[src/rtl/exc_seq_pkg.sv]
package exc_seq_pkg;

  localparam int STS_W  = 32;
  localparam int MODE_W = 5;

  // status bit positions
  localparam int B_N = 31;
  localparam int B_Z = 30;
  localparam int B_C = 29;
  localparam int B_V = 28;
  localparam int B_Q = 27;
  localparam int B_I = 7;
  localparam int B_F = 6;
  localparam int B_T = 5;

  localparam logic [MODE_W-1:0] M_USR = 5'h10;
  localparam logic [MODE_W-1:0] M_FIQ = 5'h11;
  localparam logic [MODE_W-1:0] M_IRQ = 5'h12;
  localparam logic [MODE_W-1:0] M_SVC = 5'h13;
  localparam logic [MODE_W-1:0] M_ABT = 5'h17;
  localparam logic [MODE_W-1:0] M_UND = 5'h1B;
  localparam logic [MODE_W-1:0] M_SYS = 5'h1F;

  // defined bits of the status word
  localparam logic [STS_W-1:0] STS_MASK = 32'hF80000FF;

  typedef enum logic [2:0] {
    EV_NONE,
    EV_SOFT,
    EV_RET,
    EV_IRQ,
    EV_SWI
  } ev_e;

  function automatic logic mode_legal(input logic [MODE_W-1:0] m);
    case (m)
      M_USR, M_FIQ, M_IRQ, M_SVC, M_ABT, M_UND, M_SYS: mode_legal = 1'b1;
      default:                                          mode_legal = 1'b0;
    endcase
  endfunction

endpackage

[src/rtl/exc_arb.sv]
module exc_arb
  import exc_seq_pkg::*;
(
  input  logic soft_req,
  input  logic ret_stb,
  input  logic irq_req,
  input  logic irq_mask,
  input  logic swi_stb,
  output ev_e  ev
);

  logic irq_take;
  assign irq_take = irq_req & ~irq_mask;

  // fixed priority: soft reset, return, interrupt, software interrupt
  always_comb begin
    if (soft_req)      ev = EV_SOFT;
    else if (ret_stb)  ev = EV_RET;
    else if (irq_take) ev = EV_IRQ;
    else if (swi_stb)  ev = EV_SWI;
    else               ev = EV_NONE;
  end

endmodule

[src/rtl/exc_link.sv]
module exc_link
  import exc_seq_pkg::*;
#(
  parameter int AW       = 32,
  parameter int INS_STEP = 4,
  parameter int CMP_STEP = 2
) (
  input  ev_e           ev,
  input  logic [AW-1:0] pc_cur,
  input  logic          thumb,
  output logic [AW-1:0] lr_val
);

  localparam logic [AW-1:0] STEP_I = AW'(INS_STEP);
  localparam logic [AW-1:0] STEP_C = AW'(CMP_STEP);

  always_comb begin
    case (ev)
      EV_IRQ:  lr_val = thumb ? pc_cur + STEP_C : pc_cur;
      EV_SWI:  lr_val = thumb ? pc_cur - STEP_C : pc_cur - STEP_I;
      default: lr_val = pc_cur;
    endcase
  end

endmodule

[src/rtl/exc_status.sv]
module exc_status
  import exc_seq_pkg::*;
(
  input  logic             clk,
  input  logic             rst,
  input  ev_e              ev,
  input  logic [STS_W-1:0] ret_status,
  output logic             ret_ok,
  output logic [STS_W-1:0] sts_q
);

  localparam logic [STS_W-1:0] RST_STS  = STS_W'((1 << B_I) | (1 << B_F)) | STS_W'(M_SVC);
  localparam logic [STS_W-1:0] SOFT_STS = STS_W'(1 << B_F) | STS_W'(M_SYS);

  logic [STS_W-1:0] nxt;

  assign ret_ok = mode_legal(ret_status[MODE_W-1:0]);

  always_comb begin
    nxt = sts_q;
    case (ev)
      EV_SOFT: nxt = SOFT_STS;
      EV_RET:  if (ret_ok) nxt = ret_status & STS_MASK;
      EV_IRQ: begin
        nxt[MODE_W-1:0] = M_IRQ;
        nxt[B_T]        = 1'b0;
        nxt[B_I]        = 1'b1;
      end
      EV_SWI: begin
        nxt[MODE_W-1:0] = M_SVC;
        nxt[B_T]        = 1'b0;
        nxt[B_I]        = 1'b1;
      end
      default: nxt = sts_q;
    endcase
  end

  always_ff @(posedge clk) begin
    if (rst) sts_q <= RST_STS;
    else     sts_q <= nxt;
  end


  mode_legal_chk: assert property (@(posedge clk) disable iff (rst)
    mode_legal(sts_q[MODE_W-1:0]));


  reserved_zero_chk: assert property (@(posedge clk) disable iff (rst)
    (sts_q & ~STS_MASK) == '0);

endmodule

[src/rtl/exc_seq.sv]
module exc_seq
  import exc_seq_pkg::*;
#(
  parameter int              AW       = 32,
  parameter logic [AW-1:0]   RST_VEC  = 32'h00000004,
  parameter logic [AW-1:0]   SOFT_VEC = 32'h08000004,
  parameter logic [AW-1:0]   IRQ_VEC  = 32'h0000001C,
  parameter logic [AW-1:0]   SWI_VEC  = 32'h0000000C,
  parameter logic [AW-1:0]   SP_ACT   = 32'h03007F00,
  parameter logic [AW-1:0]   SP_IRQ   = 32'h03007FA0,
  parameter logic [AW-1:0]   SP_SVC   = 32'h03007FE0
) (
  input  logic              clk,
  input  logic              rst,
  input  logic              soft_rst_req_i,
  input  logic              irq_req_i,
  input  logic              swi_stb_i,
  input  logic              ret_stb_i,
  input  logic [31:0]       ret_status_i,
  input  logic [AW-1:0]     pc_cur_i,
  output logic [AW-1:0]     pc_o,
  output logic              pc_we_o,
  output logic [AW-1:0]     lr_o,
  output logic              lr_we_o,
  output logic              mode_sw_o,
  output logic [4:0]        mode_tgt_o,
  output logic              spsr_we_o,
  output logic [31:0]       spsr_o,
  output logic              sp_preset_o,
  output logic [AW-1:0]     sp_active_o,
  output logic [AW-1:0]     sp_irq_o,
  output logic [AW-1:0]     sp_svc_o,
  output logic              ret_err_o,
  output logic [31:0]       sts_o
);

  ev_e             ev;
  logic            ret_ok;
  logic [AW-1:0]   lr_val;
  logic [STS_W-1:0] sts_q;

  exc_arb u_arb (
    .soft_req (soft_rst_req_i),
    .ret_stb  (ret_stb_i),
    .irq_req  (irq_req_i),
    .irq_mask (sts_q[B_I]),
    .swi_stb  (swi_stb_i),
    .ev       (ev)
  );

  exc_link #(.AW(AW)) u_link (
    .ev     (ev),
    .pc_cur (pc_cur_i),
    .thumb  (sts_q[B_T]),
    .lr_val (lr_val)
  );

  exc_status u_sts (
    .clk        (clk),
    .rst        (rst),
    .ev         (ev),
    .ret_status (ret_status_i),
    .ret_ok     (ret_ok),
    .sts_q      (sts_q)
  );

  assign sts_o       = sts_q;
  assign sp_active_o = SP_ACT;
  assign sp_irq_o    = SP_IRQ;
  assign sp_svc_o    = SP_SVC;

  always_ff @(posedge clk) begin
    if (rst) begin
      pc_o        <= RST_VEC;
      pc_we_o     <= 1'b1;
      lr_o        <= '0;
      lr_we_o     <= 1'b0;
      mode_sw_o   <= 1'b0;
      mode_tgt_o  <= M_SVC;
      spsr_we_o   <= 1'b0;
      spsr_o      <= '0;
      sp_preset_o <= 1'b0;
      ret_err_o   <= 1'b0;
    end else begin
      pc_we_o     <= 1'b0;
      lr_we_o     <= 1'b0;
      mode_sw_o   <= 1'b0;
      spsr_we_o   <= 1'b0;
      sp_preset_o <= 1'b0;
      ret_err_o   <= 1'b0;
      case (ev)
        EV_SOFT: begin
          pc_o        <= SOFT_VEC;
          pc_we_o     <= 1'b1;
          lr_o        <= '0;
          spsr_o      <= '0;
          mode_sw_o   <= 1'b1;
          mode_tgt_o  <= M_SYS;
          sp_preset_o <= 1'b1;
        end
        EV_RET: begin
          if (ret_ok) begin
            mode_sw_o  <= 1'b1;
            mode_tgt_o <= ret_status_i[MODE_W-1:0];
          end else begin
            ret_err_o  <= 1'b1;
          end
        end
        EV_IRQ: begin
          pc_o       <= IRQ_VEC;
          pc_we_o    <= 1'b1;
          lr_o       <= lr_val;
          lr_we_o    <= 1'b1;
          spsr_o     <= sts_q;
          spsr_we_o  <= 1'b1;
          mode_sw_o  <= 1'b1;
          mode_tgt_o <= M_IRQ;
        end
        EV_SWI: begin
          pc_o       <= SWI_VEC;
          pc_we_o    <= 1'b1;
          lr_o       <= lr_val;
          lr_we_o    <= 1'b1;
          spsr_o     <= sts_q;
          spsr_we_o  <= 1'b1;
          mode_sw_o  <= 1'b1;
          mode_tgt_o <= M_SVC;
        end
        default: ;
      endcase
    end
  end


  irq_unmasked_chk: assert property (@(posedge clk) disable iff (rst)
    (lr_we_o && mode_tgt_o == M_IRQ) |-> !$past(sts_o[B_I]));


  entry_state_chk: assert property (@(posedge clk) disable iff (rst)
    lr_we_o |-> (sts_o[B_I] && !sts_o[B_T]));


  mode_match_chk: assert property (@(posedge clk) disable iff (rst)
    mode_sw_o |-> (sts_o[MODE_W-1:0] == mode_tgt_o));


  err_hold_chk: assert property (@(posedge clk) disable iff (rst)
    ret_err_o |-> (sts_o == $past(sts_o)));


  excl_chk: assert property (@(posedge clk) disable iff (rst)
    $onehot0({lr_we_o, ret_err_o, sp_preset_o}));

endmodule

[config.mk]
export PLATFORM = sky130hd
export DESIGN_NAME = exc_seq
export DESIGN_NICKNAME = d
export VERILOG_FILES = /design/src/rtl/exc_seq_pkg.sv /design/src/rtl/exc_arb.sv /design/src/rtl/exc_link.sv /design/src/rtl/exc_status.sv /design/src/rtl/exc_seq.sv
export SDC_FILE = /design/constraint.sdc
export NUM_CORES = 1
export LEC_CHECK = 0
export BUFFER_PORTS_ARGS = -buffer_cell sky130_fd_sc_hd__buf_4
export CORE_AREA = 3 3 129 131
export CTS_CLUSTER_DIAMETER = 60
export DETAILED_ROUTE_END_ITERATION = 10
export DIE_AREA = 0 0 132 134
export PLACE_DENSITY = 0.69
export SYNTH_ARGS = -nofsm -noshare
export SYNTH_HDL_FRONTEND = slang
export SYNTH_SLANG_ARGS = --single-unit
[constraint.sdc]
create_clock -name clk -period 5.4 [get_ports clk]
set_clock_uncertainty 0.2 [all_clocks]
set_input_delay 0.27 -clock clk [delete_from_list [all_inputs] [get_ports clk]]
set_output_delay 0.27 -clock clk [all_outputs]
set_load 0.02 [all_outputs]
==> impl_metrics.csv, run 1 <==
group,metric,value,unit
run_status,status,"completed",
logic_synthesis,synth_top_area_share,28.3,%
logic_synthesis,yosysWarnings,0,
route,met3_length,1.05,mm
pwr,ir_worst_vdd,0.136,mV
clocking,clock_latency,0.34,ns
worst_setup_path,arrival,3.02,ns
route,wirelength,12.7,mm
logic_synthesis,syn_inst,554,
logic_synthesis,ys_top_cells_by_count,"buf_4, dfxtp_1, a22o_1",
clocking,clkTransAtPathRegs,0.06,ns
logic_synthesis,syn-cell-area,0.00467,mm2
worst_setup_path,path_delay_family,"simple AND/OR/NAND/NOR gates",
route,maxUsedRoutingLayer,"met4",
clocking,hold_buffers,9,
sta,maxSlewViolCount,0,
placed_design,dp.final_hpwl,9.93,mm
route,ant_nets,0,
floorplanning,num_io_pins,305,
logic_synthesis,yosys.area.top_type,"dfxtp_1",
floorplanning,initial_utilization,29.7,%
min_path,hp-class,"in2reg",
worst_setup_path,path_cells,"nor2b_1 > o31ai_1 > nor4_1 > o221ai_1 > xnor2_1 > a22o_1",
global_routing,grt_max_degree,35,
placed_design,io_buffer_count,122,
clocking,cts_root_buffer,"clkbuf_16",
clocking,cts_sinks,66,
worst_setup_path,startpoint_type,"register",
route,drc,0,
pwr,cellLeakagePower,2.51,nW
logic_synthesis,synthFlopType,"dfxtp_1",
placed_design,routabilityCongestion,0.916,
flow_run,max_cap_violations,0,
final_layout,final_area,0.00549,mm2
sta,relSlewSlack,10.5,%
sta,setup_viol,0,
clocking,htree_levels,3,
route,drt-met1-wl,5.09,mm
sta,max_freq,334,MHz
floorplanning,coreArea,0.0157,mm2
sta,whs,0.0511,ns
sta,fin_crit,2.99,ns
route,dr_wl_met2,6.37,mm
global_routing,grt_pass1_wl,18.7,mm
clocking,clock_path_buffers,2,
route,first_iter_violations,159,
floorplanning,dieArea,0.0177,mm2
final_layout,fin_nets,735,
logic_synthesis,synth_most_common_cell,"buf_4",
logic_synthesis,ys_ff_latch,66,
logic_synthesis,synth_area_leaders,"dfxtp_1, buf_4, a22o_1",
global_routing,grt_pass1_vias,3353,
final_layout,drive_above_1_share,22.1,%
logic_synthesis,ys_seq_area_share,28.3,%
floorplanning,fp.dieW,132,um
route,firstDrtPassIters,5,
global_routing,antenna_found_initial,0,
final_layout,n_antenna_cell,0,
floorplanning,fp-row-count,46,
worst_setup_path,path_buf_inv,0,
worst_setup_path,required,5.43,ns
worst_setup_path,crit_slowest_cell,"nor4_1",
final_layout,areaGrowthSynthToFinish,17.4,%
clocking,ctsResizeCount,0,
worst_setup_path,cpPeakStageDelay,0.89,ns
worst_setup_path,critPathKind,"reg2reg",
logic_synthesis,synth-edff-count,0,
clocking,cts_tree,"done",
logic_synthesis,async_flop_share,0,%
floorplanning,die_h,134,um
sta,tightestPinTransition,1.33,ns
global_routing,grtUsageTotal,13.5,%
clocking,cts_inserted_buffers,9,
worst_setup_path,cp-end-kind,"register",
worst_setup_path,worstPathMaxFanout,7,
logic_synthesis,ys_types,52,
global_routing,overflow,0,
sta,fin_crit_sh,55.4,%
pwr,total_power,1.39,mW
sta,tns,0,ns
sta,rsz0062_at_grt,"false",
route,vias_per_cell,4.40,
route,vias,3877,
placed_design,post_dp_cell_area,0.00510,mm2
pwr,power_density,253,mW/mm2
final_layout,fillerInstances,1655,
clocking,cts_setup_buffers,0,
logic_synthesis,synth.avg_cell_area,8.44,um2
sta,finalHoldViolCount,0,
route,wl_per_cell,14.4,um
## worst reg2reg max path: stages, from the launching register on
cell      delay [ns]
dfxtp_1         0.35
nor2b_1         0.44
o31ai_1         0.29
nor4_1          0.90
o221ai_1        0.31
xnor2_1         0.20
a22o_1          0.19
## metal layers
metal	up-vias	track usage (%)
met5	-	0
met2	209	23.2
met1	1809	16.0
met3	15	4.01
li1	1844	-
met4	0	4.73
## worst paths after layout
kind                                                   end  cells after the start  slack, ns                   startpoint
worst max-delay path                 lr_o[28]$_SDFFE_PP0P_                      6       2.41  u_sts.sts_q[7]$_SDFFE_PP1P_
worst min register to register        pc_o[3]$_SDFFE_PP0P_                      1       0.26         pc_o[3]$_SDFFE_PP0P_
worst min-delay path            mode_tgt_o[3]$_SDFFE_PP0P_                      3       0.05              ret_status_i[3]
worst max register to register       lr_o[28]$_SDFFE_PP0P_                      6       2.41  u_sts.sts_q[7]$_SDFFE_PP1P_
## registers in the layout, summed over array words and instances, names as in the netlist
name         count
lr_o            32
spsr_o          13
u_sts.sts_q      9
mode_tgt_o       4
pc_o             3
mode_sw_o        1
pc_we_o          1
ret_err_o        1
sp_preset_o      1
spsr_we_o        1
## cell type report
class	count	area, um2	share of cell area [%]
inverter	9	33.8	0.616
multi-input combinational	442	2540	46.4
clock inverter	5	53.8	0.981
sequential	66	1320	24.1
timing repair buffer	133	1020	18.6
clock buffer	11	243	4.42
tap	216	270	4.93
## cell usage in the layout, fill, tap and decap left out, types with 2 or more instances in the layout
cell type	netlist	layout
and3b_1	5	5
o22ai_1	7	7
xor2_1	4	4
nand3_1	7	7
a31oi_1	12	12
nor4_1	12	12
nor2_1	29	28
a41oi_1	3	3
nand4_1	4	4
nand2_1	20	20
or4_1	5	5
a32oi_1	5	5
nor2b_1	6	6
o21bai_1	2	2
clkbuf_16	0	9
or4_4	2	2
dfxtp_1	66	66
or3_1	9	9
a211o_1	2	2
o21ai_0	8	8
nand2b_1	7	7
xnor2_1	24	24
clkinv_2	0	3
inv_1	9	9
a21oi_1	11	11
dlygate4sd3_1	0	9
nor4_4	2	2
a22o_1	40	40
and4_1	6	6
conb_1	2	163
and3_1	4	4
ha_1	4	4
buf_4	171	124
a32o_1	4	4
nor3_1	17	16
## report_power, final
part,internal (mW),leakage (nW),switching (mW)
clock,0.368,0.149,0.221
sequential,0.502,0.537,0.0105
combinational,0.0788,1.83,0.206
total,0.949,2.51,0.437
## through the flow
stage                     setup WS (ns)  util [%]  std cells
after CTS                          2.48      34.9        882
after detailed placement           2.47      32.5        857
after global routing               2.21      34.9        882
after global placement             2.48      32.5        857
after floorplan                    2.94         -        715
final                              2.41      34.9        882
## logic make-up (layout without fill, tap and decap cells)
group / after synthesis / count (layout) / synth area share (%)
AND/OR/NAND/NOR: 142 / 142 / 17.7
XOR/XNOR: 28 / 28 / 5.25
other: 2 / 163 / 0.161
buffers and inverters: 207 / 158 / 30.5
adder cells (fa/ha/maj): 4 / 4 / 1.07
flip-flops: 66 / 66 / 28.3
AO/OA/AOI/OAI: 105 / 105 / 17.0
Power figures use the tool's default switching activity.
==> inputs of run 2 (changes only) <==
clock period = 3 ns   (was 5.4 ns; I/O delays follow)
==> run 2 against run 1 <==
Final area up 7.5%; count of clock-buffer cells in the layout unchanged; combinational power is 94% higher; critical endpoint is now lr_o[31]$_SDFFE_PP0P_; largest power group unchanged.
==> impl_metrics.csv, run 2 (synthesis gave the netlist of run 1 again) <==
group,metric,value,unit
final_layout,largest_reg_flops,32,
worst_setup_path,worstPathMaxFanout,6,
worst_setup_path,worstSetupStartpoint,"pc_cur_i[8]",
sta,fin_crit,2.94,ns
clocking,clkTransAtPathRegs,0.06,ns
route,drc,0,
sta,tns,0,ns
route,firstDrtPassIters,4,
route,first_iter_violations,158,
min_path,min-delay-start,"pc_cur_i[10]",
flow_run,max_cap_violations,0,
final_layout,areaGrowthSynthToFinish,26.2,%
final_layout,multi_input_area,0.00254,mm2
worst_setup_path,required,3.03,ns
run_status,status,"completed",
placed_design,io_buffer_count,122,
sta,tightestPinTransition,0.729,ns
route,vias_per_cell,4.36,
sta,whs,0.00740,ns
final_layout,n_antenna_cell,0,
final_layout,seqCellArea,0.00132,mm2
global_routing,grt_pass1_wl,19.9,mm
final_layout,fin_nets,781,
final_layout,mostFrequentLayoutCells,"conb_1, buf_4, dfxtp_1",
worst_setup_path,arrival,2.97,ns
clocking,htree_levels,3,
route,wirelength,13.2,mm
worst_setup_path,critPathKind,"in2reg",
worst_setup_path,r2r-start,"u_sts.sts_q[7]$_SDFFE_PP1P_",
clocking,clock_path_buffers,2,
floorplanning,fp-row-count,46,
global_routing,grt_pass1_vias,3649,
global_routing,overflow,0,
clocking,cts_root_buffer,"clkbuf_16",
global_routing,grtUsageTotal,14.2,%
clocking,ctsResizeCount,0,
clocking,cts_tree,"done",
sta,relSlewSlack,50.9,%
min_path,worstHoldPathCells,3,
global_routing,grt_max_degree,47,
floorplanning,die_h,134,um
clocking,cts_inserted_buffers,9,
sta,layout_setup_ws,0.0602,ns
worst_setup_path,regToRegEndpoint,"lr_o[31]$_SDFFE_PP0P_",
sta,fin_crit_sh,98.0,%
final_layout,layout_commonest_cell,"conb_1",
route,wl_per_cell,14.3,um
placed_design,pre_cts_ws,0.297,ns
final_layout,regMostFlops,"lr_o",
floorplanning,coreArea,0.0157,mm2
sta,max_freq,340,MHz
worst_setup_path,rrSetupSlack,0.57,ns
clocking,clock_latency,0.34,ns
sta,finalHoldViolCount,0,
floorplanning,dieArea,0.0177,mm2
placed_design,dp_cells,867,
global_routing,antenna_found_initial,0,
sta,maxSlewViolCount,0,
placed_design,routabilityCongestion,0.879,
sta,setup_viol,0,
clocking,cts_sinks,66,
floorplanning,initial_utilization,29.7,%
final_layout,final_cells,928,
floorplanning,num_io_pins,305,
sta,rsz0062_at_grt,"false",
min_path,hp-class,"in2reg",
final_layout,drive_above_1_share,22.1,%
worst_setup_path,startpoint_type,"input pin",
placed_design,dp.final_hpwl,10.0,mm
pwr,cellLeakagePower,2.72,nW
final_layout,fillerInstances,1642,
route,vias,4047,
pwr,ir_worst_vdd,0.235,mV
worst_setup_path,cp-end-kind,"register",
floorplanning,fp.dieW,132,um
final_layout,largest_registers,"lr_o: 32 flops, spsr_o: 13 flops, u_sts.sts_q: 9 flops",
route,ant_nets,0,
worst_setup_path,rr_worst_depth,6,
pwr,power_density,417,mW/mm2
min_path,hold_path_end,"lr_o[10]$_SDFFE_PP0P_",
## run 2: cell count changes in the layout (fill, tap and decap cells not counted), sizes merged
cell / change
dlygate4sd3: +36
buf: +10
clkinvlp: +2
bufinv: -1
clkinv: -1
## run 2: power breakdown
group	switching (mW)	total [mW]	internal [mW]	leakage, nW
clock network	0.410	0.987	0.577	0.131
logic	0.378	0.554	0.175	2.05
registers	0.0180	0.922	0.904	0.537
total	0.806	2.46	1.66	2.72
## run 2: cell type report
cell class	instances	share of cell area, %
clock buffer	11	4.12
multi-input combinational	442	43.1
clock inverter	5	0.509
timing repair buffer	179	24.7
tap	216	4.58
inverter	9	0.573
sequential	66	22.4
## run 2: what timing repair did
action	CTS	global route
hold endpoints to repair	38	0
hold buffers	45	0
setup buffers	0	0
## run 2: worst max-delay path: stages
cell and delay [ns]:
dlygate4sd3_1 0.55, buf_4 0.16, or4_4 0.55, or4_4 0.50
nor4_2 0.43, a41oi_1 0.25, xnor2_1 0.18, a22o_1 0.19
## run 2: worst max path at each step
stage	endpoint	slack [ns]	cells past startpoint
floorplan	lr_o[31]$_SDFFE_PP0P_	0.66	7
global placement	lr_o[31]$_SDFFE_PP0P_	0.31	7
detailed placement	lr_o[31]$_SDFFE_PP0P_	0.30	7
CTS	lr_o[31]$_SDFFE_PP0P_	0.09	8
global route	lr_o[29]$_SDFFE_PP0P_	0.03	8
finish	lr_o[31]$_SDFFE_PP0P_	0.06	8
## run 2: routing by layer
metal	share of wire (%)	global-route usage [%]	wire (um)	vias to the layer above
li1	-	-	-	1943
met1	41	16.8	5450	1885
met2	50	24.9	6660	201
met3	6.8	3.08	905	18
met4	1.8	6.01	234	0
met5	0	0	0	-
## run 2: stage by stage
step | power (mW) | cell area (um2) | util (%)
detailed placement | 1.45 | 5170 | 32.9
CTS | 2.50 | 5900 | 37.5
global placement | 1.44 | 5170 | 32.9
finish | 2.46 | 5900 | 37.5
floorplan | 1.45 | 5280 | -
global route | 2.58 | 5900 | 37.5
==> inputs of run 3 (changes only) <==
CAP_MARGIN = 0   (was unset)
clock period = 3.2 ns   (was 3 ns; I/O delays follow)
==> run 3 against run 2 <==
Final area shrank 1.8%; setup slack gained 0.24 ns; global-route usage grew 0.13 points; via count shrank 0.12%; count of clock-buffer cells in the layout is the same; clock power shrank 7.7%; sequential power shrank 6.3%; cell count shrank 1.4%; worst hold slack lost 0.0066 ns; critical path depth is the same; non-clock buffer count shrank 11; first-iteration DRC count grew 42%; critical endpoint unchanged.
==> impl_metrics.csv, run 3 (synthesis gave the netlist of run 1 again) <==
group,metric,value,unit
run_status,status,"completed",
worst_setup_path,path_cells,"dlygate4sd3_1 > buf_4 > or4_4 > or4_4 > nor4_2 > a41oi_1 > xnor2_1 > a22o_1",
final_layout,largest_reg_flops,32,
sta,max_freq,345,MHz
route,drt-met1-wl,5.30,mm
clocking,cts_setup_buffers,0,
route,first_iter_violations,225,
global_routing,grt_max_degree,47,
global_routing,grt_pass1_wl,19.9,mm
clocking,cts_inserted_buffers,9,
floorplanning,coreArea,0.0157,mm2
worst_setup_path,worstPathMaxFanout,6,
final_layout,regMostFlops,"lr_o",
final_layout,fillerInstances,1651,
route,firstDrtPassIters,5,
placed_design,dp.final_hpwl,10.1,mm
floorplanning,dieArea,0.0177,mm2
worst_setup_path,arrival,2.93,ns
clocking,cts_root_buffer,"clkbuf_16",
sta,relSlewSlack,22.9,%
worst_setup_path,critPathKind,"in2reg",
route,vias_per_cell,4.42,
worst_setup_path,crit_slowest_cell,"or4_4",
final_layout,mostFrequentLayoutCells,"conb_1, buf_4, dfxtp_1",
global_routing,grt_pass1_vias,3575,
pwr,p_seq_share,37.8,%
final_layout,utilization,36.9,%
floorplanning,fp-row-count,46,
worst_setup_path,cp-end-kind,"register",
clocking,cts_tree,"done",
route,wirelength,13.3,mm
final_layout,largest_registers,"lr_o: 32 flops, spsr_o: 13 flops, u_sts.sts_q: 9 flops",
sta,rsz0062_at_grt,"false",
final_layout,multi_input_area,0.00254,mm2
worst_setup_path,required,3.23,ns
clocking,clkTransAtPathRegs,0.05,ns
pwr,p_int,1.54,mW
pwr,cellLeakagePower,2.67,nW
floorplanning,die_h,134,um
sta,fin_crit_sh,90.5,%
global_routing,grtUsageTotal,14.3,%
sta,setup_viol,0,
pwr,power_frac_clock,39.8,%
route,dr_wl_met2,6.59,mm
pwr,power_density,395,mW/mm2
placed_design,routabilityCongestion,0.841,
floorplanning,initial_utilization,29.7,%
sta,fin_crit,2.90,ns
final_layout,seqCellArea,0.00132,mm2
pwr,switching_share,32.7,%
floorplanning,fp.dieW,132,um
min_path,hp-class,"in2reg",
flow_run,max_cap_violations,0,
clocking,cts_sinks,66,
final_layout,final_area,0.00579,mm2
route,met3_length,1.19,mm
placed_design,post_dp_cell_area,0.00518,mm2
route,vias,4042,
final_layout,areaGrowthSynthToFinish,23.9,%
route,ant_nets,0,
pwr,p_switching,0.749,mW
sta,tightestPinTransition,1.15,ns
worst_setup_path,path_common_cell,"or4_4",
sta,finalHoldViolCount,0,
clocking,clock_latency,0.34,ns
placed_design,pre_cts_ws,0.489,ns
sta,layout_setup_ws,0.303,ns
route,wl_per_cell,14.5,um
final_layout,fin_nets,770,
floorplanning,num_io_pins,305,
pwr,share_comb_of_total_power,22.4,%
worst_setup_path,cpPeakStageDelay,0.55,ns
clocking,htree_levels,3,
global_routing,overflow,0,
placed_design,io_buffer_count,122,
final_layout,layout_commonest_cell,"conb_1",
sta,whs,0.000823,ns
sta,maxSlewViolCount,0,
route,drc,0,
final_layout,n_antenna_cell,0,
pwr,ir_worst_vdd,0.240,mV
clocking,clock_path_buffers,2,
global_routing,antenna_found_initial,0,
final_layout,drive_above_1_share,22.0,%
route,maxUsedRoutingLayer,"met4",
sta,tns,0,ns
worst_setup_path,startpoint_type,"input pin",
## run 3: cell types whose count changed in the layout (fill, tap and decap cells not counted)
cell	delta
buf_4	-2
clkinv_2	-1
clkinvlp_4	-1
dlygate4sd3_1	-10
buf_12	+1
## run 3: timing repair
item | CTS | global route
gates resized for setup | 0 | 0
hold buffers | 35 | 0
endpoints found under the setup margin | 0 | 0
endpoints found under the hold margin | 31 | 0
## run 3: routing by layer
| layer | global-route usage (%) | vias to the layer above |
|---|---|---|
| met5 | 0 | - |
| met3 | 4.54 | 23 |
| met2 | 24.5 | 229 |
| met4 | 4.90 | 0 |
| li1 | - | 1913 |
| met1 | 17.0 | 1877 |
## run 3: per-stage QoR
| step | power (mW) | std cells |
|---|---|---|
| after floorplan | 1.36 | 715 |
| after global placement | 1.36 | 866 |
| after detailed placement | 1.36 | 866 |
| after CTS | 2.31 | 915 |
| after global routing | 2.39 | 915 |
| final | 2.29 | 915 |
## run 3: critical path, delay by kind of cell
family          cells  cell delay (ns)
simple gates        3             1.46
compound gates      2             0.44
buf+inv             2             0.69
xor+xnor            1             0.17
## run 3: area by class of cell
type / instances / share of cell area, %
clock inverters: 3 / 0.303
clock buffers: 11 / 4.19
flip-flops and latches: 66 / 22.8
well taps: 216 / 4.67
repair buffers: 168 / 23.5
multi-input cells: 442 / 43.9
inverters: 9 / 0.583
## run 3: worst paths after layout
| check | slack [ns] | start | end | depth (start not counted) |
|---|---|---|---|---|
| setup / recovery | 0.30 | pc_cur_i[8] | lr_o[31]$_SDFFE_PP0P_ | 8 |
| hold / removal | 0.0008 | pc_cur_i[28] | lr_o[28]$_SDFFE_PP0P_ | 3 |
| setup reg to reg | 0.51 | u_sts.sts_q[7]$_SDFFE_PP1P_ | lr_o[20]$_SDFFE_PP0P_ | 7 |
| hold reg to reg | 0.26 | pc_o[3]$_SDFFE_PP0P_ | pc_o[3]$_SDFFE_PP0P_ | 1 |
## run 3: power groups by stage
stage                     logic, mW  registers [mW]  clock network (mW)
after detailed placement      0.477           0.882                   0
after global placement        0.476           0.881                   0
after global routing          0.552           0.867               0.976
final                         0.513           0.864               0.911
after floorplan               0.450           0.907                   0
after CTS                     0.509           0.864               0.935
